**src/rtl/apb_rb_pkg.sv**
```systemverilog
package apb_rb_pkg;

   typedef enum logic [1:0] {
      SP_SECURE = 2'b00,
      SP_NONSEC = 2'b01,
      SP_ROOT   = 2'b10,
      SP_REALM  = 2'b11
   } space_e;

   localparam int NUM_SPACES = 4;

   function automatic space_e space_of(input logic ext, input logic nonsec);
      return space_e'({ext, nonsec});
   endfunction

endpackage

```
**src/rtl/apb_rb_decode.sv**
```systemverilog
module apb_rb_decode
   import apb_rb_pkg::*;
#(
   parameter int NREG = 8,
   parameter int AW   = 8,
   parameter int DW   = 32,
   parameter int LW   = 4,
   parameter int IW   = 3,
   parameter logic [NREG*LW-1:0]         LAT   = '0,
   parameter logic [NREG*NUM_SPACES-1:0] SPACE = '1,
   parameter logic [NREG-1:0]            PRIV  = '0
) (
   input  logic [AW-1:0] addr,
   input  logic [1:0]    prot_lo,
   input  logic          ext,
   output logic [IW-1:0] idx,
   output logic          bad,
   output logic [LW-1:0] lat
);
   localparam int LSB = $clog2(DW / 8);
   localparam int SW  = AW - LSB;

   logic [SW-1:0] slot;
   logic          mapped;
   logic          aligned;
   logic          space_ok;
   logic          priv_ok;
   space_e        spc;
   logic [NUM_SPACES-1:0] allow;

   always_comb begin
      slot     = addr[AW-1:LSB];
      mapped   = int'(slot) < NREG;
      aligned  = addr[LSB-1:0] == '0;
      idx      = mapped ? slot[IW-1:0] : '0;
      spc      = space_of(ext, prot_lo[1]);
      allow    = SPACE[idx*NUM_SPACES +: NUM_SPACES];
      space_ok = allow[spc];
      priv_ok  = !PRIV[idx] || prot_lo[0];
      bad      = !mapped || !aligned || !space_ok || !priv_ok;
      lat      = bad ? '0 : LAT[idx*LW +: LW];
   end

endmodule

```
**src/rtl/apb_rb_wait.sv**
```systemverilog
module apb_rb_wait #(
   parameter int LW = 4
) (
   input  logic          clk,
   input  logic          rst_n,
   input  logic          setup,
   input  logic          access,
   input  logic [LW-1:0] lat_in,
   output logic          ready
);
   logic [LW-1:0] remain;

   always_ff @(posedge clk or negedge rst_n) begin
      if (!rst_n) begin
         remain <= '0;
      end else if (setup) begin
         remain <= lat_in;
      end else if (access && remain != '0) begin
         remain <= remain - 1'b1;
      end
   end

   assign ready = access && (remain == '0);

endmodule

```
**src/rtl/apb_rb_regs.sv**
```systemverilog
module apb_rb_regs #(
   parameter int NREG = 8,
   parameter int DW   = 32,
   parameter int IW   = 3
) (
   input  logic            clk,
   input  logic            rst_n,
   input  logic            we,
   input  logic [IW-1:0]   idx,
   input  logic [DW-1:0]   wdata,
   input  logic [DW/8-1:0] strb,
   output logic [DW-1:0]   rsel
);
   localparam int NB = DW / 8;

   logic [NREG-1:0][DW-1:0] all_q;

   for (genvar r = 0; r < NREG; r++) begin : g_reg
      logic [DW-1:0] q;
      logic          hit;
      assign hit = we && (int'(idx) == r);
      always_ff @(posedge clk or negedge rst_n) begin
         if (!rst_n) begin
            q <= '0;
         end else if (hit) begin
            for (int b = 0; b < NB; b++) begin
               if (strb[b]) q[b*8 +: 8] <= wdata[b*8 +: 8];
            end
         end
      end
      assign all_q[r] = q;
   end

   assign rsel = all_q[idx];

endmodule

```
**src/rtl/apb_regbank.sv**
```systemverilog
module apb_regbank
   import apb_rb_pkg::*;
#(
   parameter int NREG = 8,
   parameter int AW   = 8,
   parameter int DW   = 32,
   parameter int LW   = 4,
   parameter logic [NREG*LW-1:0]         LAT   = 32'h3210_3210,
   parameter logic [NREG*NUM_SPACES-1:0] SPACE = 32'hC421_FFFF,
   parameter logic [NREG-1:0]            PRIV  = 8'b0000_1000
) (
   input  logic            clk,
   input  logic            rst_n,
   input  logic            bus_sel,
   input  logic            bus_enable,
   input  logic            bus_write,
   input  logic [AW-1:0]   bus_addr,
   input  logic [DW-1:0]   bus_wdata,
   input  logic [DW/8-1:0] bus_strb,
   input  logic [2:0]      bus_prot,
   input  logic            bus_ext_space,
   output logic            bus_ready,
   output logic [DW-1:0]   bus_rdata,
   output logic            bus_err
);
   localparam int LSB = $clog2(DW / 8);
   localparam int IW  = (NREG > 1) ? $clog2(NREG) : 1;

   if (DW < 16 || (DW & (DW - 1)) != 0) begin : g_bad_dw
      $error("apb_regbank: DW must be a power of two of at least 16");
   end
   if (NREG < 1 || NREG > (1 << (AW - LSB))) begin : g_bad_nreg
      $error("apb_regbank: NREG does not fit the address width");
   end
   if (LW < 1 || LW > 8) begin : g_bad_lw
      $error("apb_regbank: LW out of range");
   end

   logic          setup;
   logic          access;
   logic          done;
   logic          bad;
   logic [IW-1:0] idx;
   logic [LW-1:0] lat;
   logic [DW-1:0] rsel;
   logic          unused_instr;

   assign unused_instr = bus_prot[2];
   assign setup  = bus_sel && !bus_enable;
   assign access = bus_sel && bus_enable;

   apb_rb_decode #(
      .NREG(NREG), .AW(AW), .DW(DW), .LW(LW), .IW(IW),
      .LAT(LAT), .SPACE(SPACE), .PRIV(PRIV)
   ) u_dec (
      .addr   (bus_addr),
      .prot_lo(bus_prot[1:0]),
      .ext    (bus_ext_space),
      .idx    (idx),
      .bad    (bad),
      .lat    (lat)
   );

   apb_rb_wait #(.LW(LW)) u_wait (
      .clk   (clk),
      .rst_n (rst_n),
      .setup (setup),
      .access(access),
      .lat_in(lat),
      .ready (bus_ready)
   );

   assign done = bus_ready;

   apb_rb_regs #(.NREG(NREG), .DW(DW), .IW(IW)) u_regs (
      .clk  (clk),
      .rst_n(rst_n),
      .we   (done && bus_write && !bad),
      .idx  (idx),
      .wdata(bus_wdata),
      .strb (bus_strb),
      .rsel (rsel)
   );

   assign bus_err   = done && bad;
   assign bus_rdata = (done && !bus_write && !bad) ? rsel : '0;

endmodule

```
**config.mk**
```make
export PLATFORM = sky130hd
export DESIGN_NAME = apb_regbank
export DESIGN_NICKNAME = d
export VERILOG_FILES = /design/src/rtl/apb_rb_pkg.sv /design/src/rtl/apb_rb_decode.sv /design/src/rtl/apb_rb_wait.sv /design/src/rtl/apb_rb_regs.sv /design/src/rtl/apb_regbank.sv
export SDC_FILE = /design/constraint.sdc
export NUM_CORES = 1
export LEC_CHECK = 0
export BUFFER_PORTS_ARGS = -buffer_cell sky130_fd_sc_hd__buf_2
export CAP_MARGIN = 20
export CELL_PAD_IN_SITES_DETAIL_PLACEMENT = 1
export CELL_PAD_IN_SITES_GLOBAL_PLACEMENT = 1
export CORE_AREA = 2 2 165 167
export DETAILED_ROUTE_END_ITERATION = 10
export DIE_AREA = 0 0 167 169
export PLACE_DENSITY = 0.77
export SLEW_MARGIN = 40
export SYNTH_ARGS = -nofsm -noshare
export SYNTH_HDL_FRONTEND = slang
export SYNTH_SLANG_ARGS = --single-unit
```
**constraint.sdc**
```tcl
create_clock -name clk -period 3.1 [get_ports clk]
set_clock_uncertainty 0.15 [all_clocks]
set_input_delay 0 -clock clk [delete_from_list [all_inputs] [get_ports clk]]
set_output_delay 0 -clock clk [all_outputs]
set_load 0.05 [all_outputs]
```
Word level (Yosys, flattened, before mapping)
Memory sizes are Yosys's and may differ from the RTL's.
Index checks and enable logic that the tools add are counted.
Cells by class
  eq/ne operators: 7
  reduce and logical (&&, ||, !) cells: 66
  order comparisons: 3
  mux-type cells: 10
  add/subtract/negate cells: 1
  shift-type cells: 2
Operator list (count)
  $bmux W32 S3: 1
  $mux W32: 2
  $reduce_and A2 Y1: 32
  $shiftx A32 B6 Y4 const A: 2
  $logic_and A1 B1 Y1: 17
  $eq A3 B3 Y1 const B: 4
  $mux W4: 3
  $logic_not A1 Y1: 8
  $eq A3 B2 Y1 const B: 2
  $lt A6 B4 Y1 const B: 1
  $logic_not A4 Y1: 1
  $logic_or A1 B1 Y1: 4
  $lt A3 B4 Y1 const B: 1
  $reduce_bool A4 Y1: 1
  $sub A4 B1 Y4 const B: 1
  $eq A3 B1 Y1 const B: 1
  $logic_not A3 Y1: 1
  $lt A2 B3 Y1 const B: 1
  $mux W3: 1
  $bmux W1 S2: 1
  $logic_not A2 Y1: 1
  $mux W1: 2
  $reduce_bool A2 Y1: 1
Word-level totals
  bits in read-only memories: 8
  memories: 1
  word-level logic and storage cells: 123
  register bits after elaboration: 260
  bits of input ports: 53
  output and inout port bits: 34
Memories
  (name not given): depth 8, width 1, rd ports 1, clocked after memory_dff 0, wr ports 0, RTL line apb_rb_decode.sv:39  | priv_ok = !PRIV[idx] || prot_lo[0];

Longest topological paths before layout
  word-level depth: 12
  mapped depth: 7
  gate-level depth less buffers: 7

By module
Synthesis repeated with hierarchy kept, for this count alone.
Unflattened totals
  cells, all modules: 885
  area, all modules: 12831.1 sq um
By module, submodules not included
  apb_rb_regs: seq. area each 6406.1 sq um, cells an instance 792, times used 1, area an instance 11970.2 sq um
  apb_regbank: seq. area each 0.0 sq um, cells an instance 45, times used 1, area an instance 460.4 sq um
  apb_rb_wait: seq. area each 100.1 sq um, cells an instance 28, times used 1, area an instance 267.8 sq um
  apb_rb_decode: seq. area each 0.0 sq um, cells an instance 20, times used 1, area an instance 132.6 sq um

Worst setup path after synthesis
Ideal clock, no wire load.
  kind: reg-to-output
  start: register u_wait.remain[0]
  end: output port bus_rdata[30]
  stages on the path, launching flop included: 7
  required time: 2.950 ns
  slack: 0.397 ns
  data arrival time: 2.553 ns
  buffers on the path: 0
  cells stage by stage: dfrtp_1 -> inv_1 -> ha_1 -> nand4b_1 -> or3_1 -> a211o_1 -> a211oi_1
Between the ends
  word-level cells in the longest chain between the ends: 5
Ends and longest elaborated chain
  start: declaration: RTL line apb_rb_wait.sv:11  | logic [LW-1:0] remain;
  start signal: assignment: RTL line apb_rb_wait.sv:17  | remain <= lat_in;
  start signal: assignment: RTL line apb_rb_wait.sv:19  | remain <= remain - 1'b1;
  $logic_not A4 Y1: RTL line apb_rb_wait.sv:23  | assign ready = access && (remain == '0);
  $logic_and A1 B1 Y1: RTL line apb_rb_wait.sv:23
  $logic_and A1 B1 Y1 (2 in a row): RTL line apb_regbank.sv:86  | assign bus_rdata = (done && !bus_write && !bad) ? rsel : '0;
  $mux W32: RTL line apb_regbank.sv:86
  end: declaration: RTL line apb_regbank.sv:23  | output logic [DW-1:0] bus_rdata,
Every way passes these cells.

Final worst setup path
  start: register u_wait.remain[0]
  end: register u_regs.g_reg[6].q[15]
Between the ends
  word-level cells in the longest chain between the ends: 6
Ends and longest elaborated chain
  $logic_not A4 Y1: RTL line apb_rb_wait.sv:23
  $logic_and A1 B1 Y1: RTL line apb_rb_wait.sv:23
  $logic_and A1 B1 Y1 (2 in a row): RTL line apb_regbank.sv:78  | .we (done && bus_write && !bad),
  $logic_and A1 B1 Y1: RTL line apb_rb_regs.sv:21  | assign hit = we && (int'(idx) == r);
  $reduce_and A2 Y1 (no line)
  end signal: indexed assignment: RTL line apb_rb_regs.sv:27  | if (strb[b]) q[b*8 +: 8] <= wdata[b*8 +: 8];
  end: declaration: RTL line apb_rb_regs.sv:19  | logic [DW-1:0] q;
Every way passes these cells.
A chain may end at the register's enable or synchronous reset.

==> qor.csv <==
stage;metric;value;unit
logic_synthesis;synthFlopType;dfrtp_1;
power_and_ir_drop;power_density;483;nW/µm²
clocking;clock-sinks;260;
status;status;complete, no violations;
logic_synthesis;ys_top_cells_by_area;dfrtp_1 51%, mux2_2 25%, nor2_1 2.9%;
layout;final-instance-count-excl-fill;1602;
setup_path;cp-start-kind;flop;
route;firstDrtPassIters;5;
logic_synthesis;syn_inst;1130;
clocking;numCtsBuffers;28;
power_and_ir_drop;ir_worst_vdd;342;µV
sta;max_freq;336;MHz
placed_design;dp.cells;1509;
setup_path;cp.required;3.36;ns
sta;rsz0062_at_grt;yes;
setup_path;crit_path_start;u_wait.remain[0];
clocking;clk_pin_slew;0.06;ns
global_routing;overflow;0;
logic_synthesis;synth_top_area_share;0.507;
setup_path;cp-end-kind;flop;
logic_synthesis;synth_top_area_cell;dfrtp_1;
placed_design;hpwl;21000;µm
clocking;cts_tree;done;
route;antenna_left;0;
die;die-area;28200;µm²
route;wl_per_cell;21.6;µm
route;wl_met3;1540;µm
sta;setup_viol;0;
hold_path;min-delay-start;bus_strb[3];
global_routing;antenna_found_initial;1;
die;rows;60;
logic_synthesis;syn_area;12800;µm²
logic_synthesis;synthArstFlopShare;1.00;
global_routing;grt_pass1_vias;10100;
setup_path;r2r_start;u_wait.remain[0];
global_routing;grt_use_total;0.247;
setup_path;cp_slowest_cell;nor4_2;
logic_synthesis;avgSynthCellArea;11.3;µm²
layout;layout_commonest_cell;mux2_2;
setup_path;cp_max_fo;9;
clocking;cts_buffer_depth;3;
placed_design;io_buffers;85;
layout;n_antenna_cell;0;
global_routing;grt_first_pass_wirelength;55900;µm
die;core-area;26500;µm²
clocking;clock_latency;0.54;ns
die;pin_count;87;
power_and_ir_drop;p_leak;0.00727;µW
sta;slew_headroom;0.540;
logic_synthesis;synth_warnings;0;
route;wl;34600;µm
die;dieWidth;167;µm
layout;fillers;2748;
power_and_ir_drop;p_total;7230;µW
layout;layout-area-overhead-vs-synth;16.8;%
flow_run;drv_cap;0;
sta;finalHoldViolCount;0;
clocking;htreeDepth;1;
route;wl_met2;17000;µm
placed_design;dpl_cell_area;13600;µm²
setup_path;path_class;reg2reg;
sta;finalCritPeriodShare;0.960;
sta;worst_slew_pin_slew;0.690;ns
die;die_y;169;µm
route;drc_errors;0;
clocking;cts_root_buffer;clkbuf_16;
route;drt_iter0_markers;644;
route;wl_met1;15500;µm
logic_synthesis;synth_edf_count;0;
layout;drive_above_1_share;0.344;
setup_path;slowest_delay;0.56;ns
hold_path;min_path_type;in2reg;
sta;slew_viol_final;0;
layout;layout_common_cells;281 x mux2_2, 260 x dfrtp_1, 100 x nor2_1;
route;routed-via-count;9556;
logic_synthesis;yosysUniqueCellTypes;36;
logic_synthesis;synth_fp_nets;1185;
logic_synthesis;synth_seq_area_share;0.507;
setup_path;arrival;3.24;ns
layout;stdcell_area;15000;µm²
route;highest_layer;met5;
die;start_util;0.484;
placed_design;place_congestion;0.781;
global_routing;grt_start_max_net_pins;120;
route;via_per_inst;5.97;
logic_synthesis;ys_seq_elements;260;
layout;layout.nets;1297;
sta;post-route-min-period;2.98;ns
setup_path;crit_chain;inv_1 -> ha_1 -> and4b_1 -> nand3_1 -> nor4_2 -> nand2_1 -> mux2_2;
## metrics by stage
stage / utilization / worst slack, ns / setup TNS (ns) / hold slack (ns)
after floorplan: - / 0.397 / 0 / -0.446
after global placement: 0.515 / 0.135 / 0 / -0.255
after detailed placement: 0.515 / 0.125 / 0 / -0.256
after CTS: 0.564 / 0.0131 / 0 / 0.00221
after global routing: 0.565 / -0.00728 / -0.00982 / 0.0466
final: 0.565 / 0.124 / 0 / 0.0159
## worst max-delay path: cells and delay by family (launching register included)
family,cells,cell delay (ns)
and+or+nand+nor,4,1.59
DFF,1,0.38
muxes,1,0.41
adders and majority gates,1,0.20
buffers and inverters,1,0.12
## final timing paths
kind	slack [ns]	depth (start not counted)	end
min	0.02	3	u_regs.g_reg[1].q[26]
min in group asynchronous	0.42	4	u_regs.g_reg[7].q[1]
min reg2reg	0.34	1	u_regs.g_reg[4].q[1]
max in group asynchronous	1.72	4	u_regs.g_reg[2].q[19]
max reg2reg	0.12	7	u_regs.g_reg[6].q[15]
max	0.12	7	u_regs.g_reg[6].q[15]
## cells by family after synthesis
kind of cell    after synthesis  share of synthesized area
xor+xnor                      2                    0.00137
fa+ha+maj                     2                    0.00195
buf+inv                      76                     0.0224
mux                         321                      0.279
simple gates                329                      0.126
compound gates              140                     0.0623
flops                       260                      0.507
## synthesized netlist by cell type, types with 2 or more instances
cell,number
mux2_2,281
dfrtp_1,260
nor2_1,100
nor3_1,70
nand2_1,68
a21oi_1,67
clkbuf_1,53
nand3_1,36
o21ai_0,35
mux2i_1,33
nor4b_1,31
o31ai_1,31
buf_1,14
inv_1,7
mux2_1,7
nor4_1,5
nand2b_1,3
nand4_1,3
buf_2,2
ha_1,2
nor2b_1,2
nor4_2,2
or3_1,2
or3b_2,2
or4b_1,2
xnor2_1,2
## state kept, by name, summed over array words and instances (netlist names)
name	flops
u_regs.g.q	256
u_wait.remain	4
## power breakdown
part           switching, µW  leakage [µW]  internal [µW]  total (µW)
Sequential              28.1       0.00363           3420        3450
Clock                   1320      0.000420           1850        3170
Combinational            397       0.00322            217         614
## cell type report
cell class | instances | area (µm²) | share of cell area
Multi-Input combinational cell | 794 | 6040 | 0.403
Timing Repair Buffer | 151 | 1110 | 0.0744
Tap cell | 341 | 427 | 0.0285
Clock inverter | 1 | 5.00 | 0.000334
Inverter | 7 | 26.3 | 0.00175
Clock buffer | 48 | 857 | 0.0572
Sequential cell | 260 | 6510 | 0.434
## what timing repair did
action,CTS,global route
buffers inserted,0,1
endpoints found under the hold margin,520,0
gates resized for setup,2,5
endpoints found under the setup margin,2,19
pin swaps,0,1
hold buffers,42,0
## metal layers
metal	vias up	global-route usage
met5	-	0
met4	2	0.0547
met3	44	0.0337
met2	196	0.422
met1	4976	0.338
li1	4338	-
No activity file was read; power rests on OpenSTA's default activity.
